<file path="src/rtl/wdt_pkg.sv">
package wdt_pkg;
  typedef enum logic [1:0] {
    PH_RUN    = 2'd0,
    PH_SLEEP  = 2'd1,
    PH_SETTLE = 2'd2
  } phase_t;

  // log2 of the divide ratio picked by each rate-select code
  function automatic int unsigned div_log2(input int unsigned code);
    case (code)
      0: div_log2 = 1;
      1: div_log2 = 6;
      2: div_log2 = 7;
      3: div_log2 = 8;
      4: div_log2 = 9;
      5: div_log2 = 10;
      6: div_log2 = 12;
      default: div_log2 = 13;
    endcase
  endfunction
endpackage

</file>
<file path="src/rtl/wdt_prescaler.sv">
module wdt_prescaler #(
  parameter int PRE_W = 13,
  parameter int SEL_W = 3
) (
  input  logic             clk,
  input  logic             rst_n,
  input  logic             clear,
  input  logic             hold,
  input  logic [SEL_W-1:0] sel,
  output logic             tick
);
  import wdt_pkg::*;
  localparam int NSEL = 1 << SEL_W;

  logic [PRE_W-1:0] pre;
  logic [NSEL-1:0]  taps;

  always_ff @(posedge clk or negedge rst_n) begin
    if (!rst_n)     pre <= '0;
    else if (clear) pre <= '0;
    else if (!hold) pre <= pre + 1'b1;
  end

  // one tap per selectable ratio: low bits all ones marks the last cycle of a period
  for (genvar i = 0; i < NSEL; i++) begin : g_tap
    localparam int L = div_log2(i);
    assign taps[i] = &pre[L-1:0];
  end

  assign tick = !hold && !clear && taps[sel];

  assert_prescale_frozen_R7: assert property (@(posedge clk) disable iff (!rst_n)
    (hold && !clear) |=> (hold || $stable(pre)) && (!hold || $stable(pre)));
endmodule

</file>
<file path="src/rtl/wdt_counter.sv">
module wdt_counter #(
  parameter int W = 8
) (
  input  logic         clk,
  input  logic         rst_n,
  input  logic         clear,
  input  logic         wr_en,
  input  logic [W-1:0] wr_data,
  input  logic         inc,
  output logic [W-1:0] cnt,
  output logic         wrap
);
  assign wrap = inc && (&cnt);

  always_ff @(posedge clk or negedge rst_n) begin
    if (!rst_n)     cnt <= '0;
    else if (clear) cnt <= '0;
    else if (wr_en) cnt <= wr_data;
    else if (inc)   cnt <= cnt + 1'b1;
  end

  assert_wrap_to_zero_R1: assert property (@(posedge clk) disable iff (!rst_n)
    (wrap && !wr_en && !clear) |=> (cnt == '0));
  assert_hold_idle_R5: assert property (@(posedge clk) disable iff (!rst_n)
    (!inc && !wr_en && !clear) |=> $stable(cnt));
endmodule

</file>
<file path="src/rtl/wdt_interval_settle.sv">
module wdt_interval_settle #(
  parameter int CNT_W = 8,
  parameter int PRE_W = 13,
  parameter int SEL_W = 3
) (
  input  logic             clk,
  input  logic             rst_n,
  input  logic             reg_wr,
  input  logic             reg_addr,
  input  logic [CNT_W-1:0] reg_wdata,
  output logic [CNT_W-1:0] reg_rdata,
  input  logic             standby_req,
  input  logic             nmi,
  output logic             irq,
  output logic             clk_en
);
  import wdt_pkg::*;
  localparam int FLAG_B = CNT_W - 1;
  localparam int EN_B   = CNT_W - 2;
  localparam int MODE_B = CNT_W - 3;

  phase_t           phase;
  logic             run_en, mode_q, flag_q;
  logic [SEL_W-1:0] sel_q;
  logic             tick, wrap, inc, accept, woke;
  logic             wr_cnt, wr_ctl, ivl_event;
  logic [CNT_W-1:0] cnt;

  assign accept    = (phase == PH_RUN) && standby_req && !run_en;
  assign inc       = tick && (((phase == PH_RUN) && run_en) || (phase == PH_SETTLE));
  assign woke      = (phase == PH_SETTLE) && wrap;
  assign wr_cnt    = reg_wr && !reg_addr && (phase == PH_RUN);
  assign wr_ctl    = reg_wr && reg_addr && (phase == PH_RUN);
  assign ivl_event = wrap && (phase == PH_RUN) && !mode_q;

  wdt_prescaler #(.PRE_W(PRE_W), .SEL_W(SEL_W)) u_pre (
    .clk(clk), .rst_n(rst_n), .clear(accept),
    .hold(phase == PH_SLEEP), .sel(sel_q), .tick(tick)
  );

  wdt_counter #(.W(CNT_W)) u_cnt (
    .clk(clk), .rst_n(rst_n), .clear(accept), .wr_en(wr_cnt),
    .wr_data(reg_wdata), .inc(inc), .cnt(cnt), .wrap(wrap)
  );

  always_ff @(posedge clk or negedge rst_n) begin
    if (!rst_n) begin
      phase  <= PH_RUN;
      clk_en <= 1'b1;
    end else begin
      case (phase)
        PH_RUN:    if (accept) begin phase <= PH_SLEEP; clk_en <= 1'b0; end
        PH_SLEEP:  if (nmi) phase <= PH_SETTLE;
        PH_SETTLE: if (woke) begin phase <= PH_RUN; clk_en <= 1'b1; end
        default:   phase <= PH_RUN;
      endcase
    end
  end

  always_ff @(posedge clk or negedge rst_n) begin
    if (!rst_n) begin
      run_en <= 1'b0;
      mode_q <= 1'b0;
      sel_q  <= '0;
      flag_q <= 1'b0;
      irq    <= 1'b0;
    end else begin
      irq <= ivl_event;
      if (wr_ctl) begin
        run_en <= reg_wdata[EN_B];
        mode_q <= reg_wdata[MODE_B];
        sel_q  <= reg_wdata[SEL_W-1:0];
      end
      if (ivl_event)                          flag_q <= 1'b1;
      else if (wr_ctl && !reg_wdata[FLAG_B]) flag_q <= 1'b0;
    end
  end

  always_comb begin
    reg_rdata = '0;
    if (reg_addr) begin
      reg_rdata[FLAG_B]    = flag_q;
      reg_rdata[EN_B]      = run_en;
      reg_rdata[MODE_B]    = mode_q;
      reg_rdata[SEL_W-1:0] = sel_q;
    end else begin
      reg_rdata = cnt;
    end
  end

  assert_irq_single_R3: assert property (@(posedge clk) disable iff (!rst_n)
    irq |=> !irq);
  assert_irq_sets_flag_R4: assert property (@(posedge clk) disable iff (!rst_n)
    irq |-> flag_q);
  assert_refuse_standby_R6: assert property (@(posedge clk) disable iff (!rst_n)
    ((phase == PH_RUN) && run_en && standby_req) |=> (phase == PH_RUN) && clk_en);
  assert_sleep_gates_clock_R7: assert property (@(posedge clk) disable iff (!rst_n)
    (phase == PH_SLEEP) |-> !clk_en);
  assert_sleep_frozen_R7: assert property (@(posedge clk) disable iff (!rst_n)
    ((phase == PH_SLEEP) && !nmi) |=> $stable(cnt));
  assert_settle_quiet_R8: assert property (@(posedge clk) disable iff (!rst_n)
    (phase == PH_SETTLE) |=> !irq);
  assert_mode_mutes_irq_R9: assert property (@(posedge clk) disable iff (!rst_n)
    mode_q |=> !irq);
  assert_locked_writes_R10: assert property (@(posedge clk) disable iff (!rst_n)
    (!clk_en && reg_wr && reg_addr) |=> $stable(sel_q) && $stable(run_en));
endmodule

</file>
<file path="config.mk">
export PLATFORM = sky130hd
export DESIGN_NAME = wdt_interval_settle
export DESIGN_NICKNAME = d
export VERILOG_FILES = /design/src/rtl/wdt_pkg.sv /design/src/rtl/wdt_prescaler.sv /design/src/rtl/wdt_counter.sv /design/src/rtl/wdt_interval_settle.sv
export SDC_FILE = /design/constraint.sdc
export NUM_CORES = 1
export LEC_CHECK = 0
export ABC_CLOCK_PERIOD_IN_PS = 2650
export BUFFER_PORTS_ARGS = -buffer_cell sky130_fd_sc_hd__clkbuf_2
export CAP_MARGIN = 20
export CORE_UTILIZATION = 30
export DETAILED_ROUTE_END_ITERATION = 16
export PLACE_DENSITY = 0.57
export SYNTH_ARGS = -nofsm -noshare
export SYNTH_HDL_FRONTEND = slang
export SYNTH_SLANG_ARGS = --single-unit
</file>
<file path="constraint.sdc">
create_clock -name clk -period 2.65 [get_ports clk]
set_clock_uncertainty 0.05 [all_clocks]
set_input_delay 0.265 -clock clk [delete_from_list [all_inputs] [get_ports clk]]
set_output_delay 0.265 -clock clk [all_outputs]
set_load 0.005 [all_outputs]
</file>
==> metrics.md <==
| Metric | Value |
|---|---|
| Reg clk slew, reported paths | 0.06 ns |
| Crit path kind | flop to flop |
| Synth Flop Type | dfrtp_1 |
| Clock root buffer | clkbuf_8 |
| Routed WL | around 3800 µm |
| IR drop worst, VDD | about 300 µV |
| Seq/Total Area, Yosys | roughly 46% |
| Fin area | between 2000 and 2500 µm² |
| P&R area growth vs syn | 20.4% |
| Leak | around 0.86 nW |
| Overflow after GRT | 0 |
| Residual DRC | 0 |
| Max Used Layer | met4 |
| Vias in the first global route | ~1.3k |
| Commonest non-fill, non-tap cell in the layout | dfrtp_1 |
| Yosys reg bits | 31 |
| I/O Buffers | 23 |
| Final GP Congestion | 0.751 |
| Asr flop ratio synth | 100% |
| Reg-to-reg startpoint | u_pre.pre[0] |
| Share of layout cells above drive strength 1 | 29.1% |
| Die area | slightly below 6000 µm² |
| Final Instance Count excl. Fillers | about 270 |
| Reg2reg end | phase[1] |
| Top cell family by delay on the critical path | simple AND/OR/NAND/NOR gates |
| Critical path origin | u_pre.pre[0] |
| Slew Viols, Final | 0 |
| Inst Count DP | ~260 |
| CP required | between 2 and 3 ns |
| Netlist cell types | 37 |
| Final Setup Violations | 0 |
| Ant. Diodes | 0 |
| Worst slew pin tran | a little under 0.8 ns |
| Num CTS Buffers | 5 |
| Max Cap Violations | 0 |
| CTS Hold Buffers Added | 0 |
| Syn_area_per_cell | approximately 10 µm² |
| Routed met2 length | around 1700 µm |
| Power per Cell Area | between 900 and 1000 nW/µm² |
| Post-synth EDFFs | 0 |
| Rows | 27 |
| Routed len/inst | 14.0 µm |
| Reg2reg path depth | 12 |
| Largest stage delay on the critical path | 0.40 ns |
| Startpoint types | flop |
| Via count | between 1k and 1.5k |
| Area of the mapped netlist | 1700 µm² |
| Clk buf depth | 2 |
| Arrival time worst endpoint | between 2 and 3 ns |
| Hold WC Path Type | input port to async pin |
| Wl on met1 | 1910 µm |
| Initial core utilization | 31.0% |
| Final Hold Violating Endpoints | 5 |
| Buf+Inv Stages, Crit Path | 1 |
| CTS tree | yes |
| Antenna-violating nets left | 0 |
| DP Area | 1890 µm² |
| Met3 WL | 169 µm |
| Placed wire-length estimate | roughly 2600 µm |
| Avg Vias per Cell | ~5 |
| R2R setup slack | around 0.14 ns |
| Final Hold Slack | -0.00137 ns |
| Status | finished with violations |
| Die height | between 70 and 80 µm |
| Filler cells | 560 |
| Top-Level Pins | 24 |
| Die Wd | between 70 and 80 µm |
| Number of DRC markers after the initial detailed-route iteration | approximately 70 |
| Slew margin rel. | roughly 48% |
| Failing checks | negative hold slack |
| Fin nets | about 220 |
| CORE AREA | between 5000 and 6000 µm² |
| Clock sinks | 31 |
| First-pass GRT wire length | between 6000 and 7000 µm |
| Initial antenna violation count | 0 |
| Commonest non-fill, non-tap cells in the layout | 30 x dfrtp_1, 23 x clkbuf_2, 16 x o21ai_0, 14 x nand2_1 |
| Critical Path End Type | flop |
| Synth Warn # | 0 |
| Largest net degree at the start of global routing | 32 |
| Peak Freq | around 0.4 GHz |
| Global-route usage over all layers | between 10% and 20% |
| Syn nets | between 150 and 200 |
| Synthesized instance count | 170 |
| CP most frequent cell | nand4_1 |
| CTS H-tree depth | 2 |
| Crit path max-delay cell type | dfrtp_1 |
| Peak fanout along the critical path | 7 |
| Post-route clock period utilization | 94.8% |
| Detailed Routing Iterations Pass 1 | 5 |
| Min Clock Period, post-route | ~2.5 ns |
| Critical path cell sequence | ha_2 > nand4_1 > nor2_2 > and2_1 > ha_1 > mux2i_1 > nor3_2 > a311oi_4 > buf_4 > nor2_4 > nand4_1 > a22o_1 |
| Clk_lat worst skew | around 0.28 ns |
[metrics by stage]
| stage | utilization [%] | worst slack (ns) | TNS [ns] | hold WS [ns] | power [W] |
|---|---|---|---|---|---|
| final | 37.4 | 0.139 | 0 | -0.00137 | 0.00189 |
| after global routing | 37.4 | -0.0472 | -0.171 | 0.0624 | 0.00204 |
| after CTS | 36.4 | 0.0480 | 0 | 0.0335 | 0.00186 |
| after detailed placement | 34.5 | 0.0785 | 0 | 0.344 | 0.00144 |
| after global placement | 34.5 | 0.109 | 0 | 0.341 | 0.00142 |
| after floorplan | - | 0.371 | 0 | -0.0806 | 0.00123 |
[state kept, by name, indices dropped and copies added (netlist names)]
name,cells
clk_en,1
irq,1
mode_q,1
u_cnt.cnt,8
run_en,1
sel_q,3
flag_q,1
phase,2
u_pre.pre,13
[cells in the mapped netlist (all sizes together), types with 2 or more instances]
master  number  area (µm²)
nand4        4        25.0
nand2       14        52.6
xor2         4        35.0
o41ai        2        25.0
xnor2       11        96.3
nand3        5        30.0
nand2b       2        12.5
mux2i        2        20.0
a21oi        9        45.0
mux2        11         124
ha           3        37.5
o21ai       16        80.1
nor2b        5        31.3
nor3b        4        30.0
clkbuf       7        26.3
nand3b       3        22.5
dfrtp       30         751
inv          3        11.3
nor4         4        37.5
and3         4        25.0
nor3         4        20.0
nor2        12        47.6
[worst max-delay path by stage]
stage	slack, ns	depth (start not counted)	to
floorplan	0.37	11	flag_q
global placement	0.11	11	phase[1]
detailed placement	0.08	11	phase[1]
CTS	0.05	11	phase[1]
global route	-0.05	12	flag_q
finish	0.14	12	phase[1]
[per-layer routing]
metal / vias to the layer above / global-route usage, %
met5: - / 0
met3: 2 / 3.93
li1: 658 / -
met2: 29 / 19.9
met1: 641 / 19.7
met4: 0 / 6.23
[final cells by class]
cell class                      instances  area [µm²]  area share, %
Tap cell                               72        90.1           4.40
Multi-Input combinational cell        128         907           44.3
Sequential cell                        31         777           38.0
Timing Repair Buffer                   29         160           7.83
Inverter                                3        11.3          0.550
Clock buffer                            8         100           4.89
[report_power, final]
group	internal (W)	switching, W	leakage (nW)	total, W
logic	0.000328	0.000335	0.412	0.000663
clock network	0.000237	0.000176	0.0515	0.000413
registers	0.000618	0.000194	0.399	0.000812
[repair_timing]
action                                  4_1_cts  5_1_grt
gates resized for setup                       0        5
endpoints found under the setup margin        0       12
setup buffers                                 0        4
[cell families (layout without fill, tap and decap cells)]
family | Yosys count | after routing | synth area share (%)
xor gates and xnor gates | 15 | 15 | 7.73
adders and majority gates | 3 | 3 | 2.21
DFF | 31 | 31 | 45.7
muxes | 13 | 13 | 8.47
and+or+nand+nor | 65 | 65 | 21.4
buffers and inverters | 11 | 40 | 2.43
AOI/OAI and AO/OA | 32 | 32 | 12.1
Power figures use the tool's default switching activity.
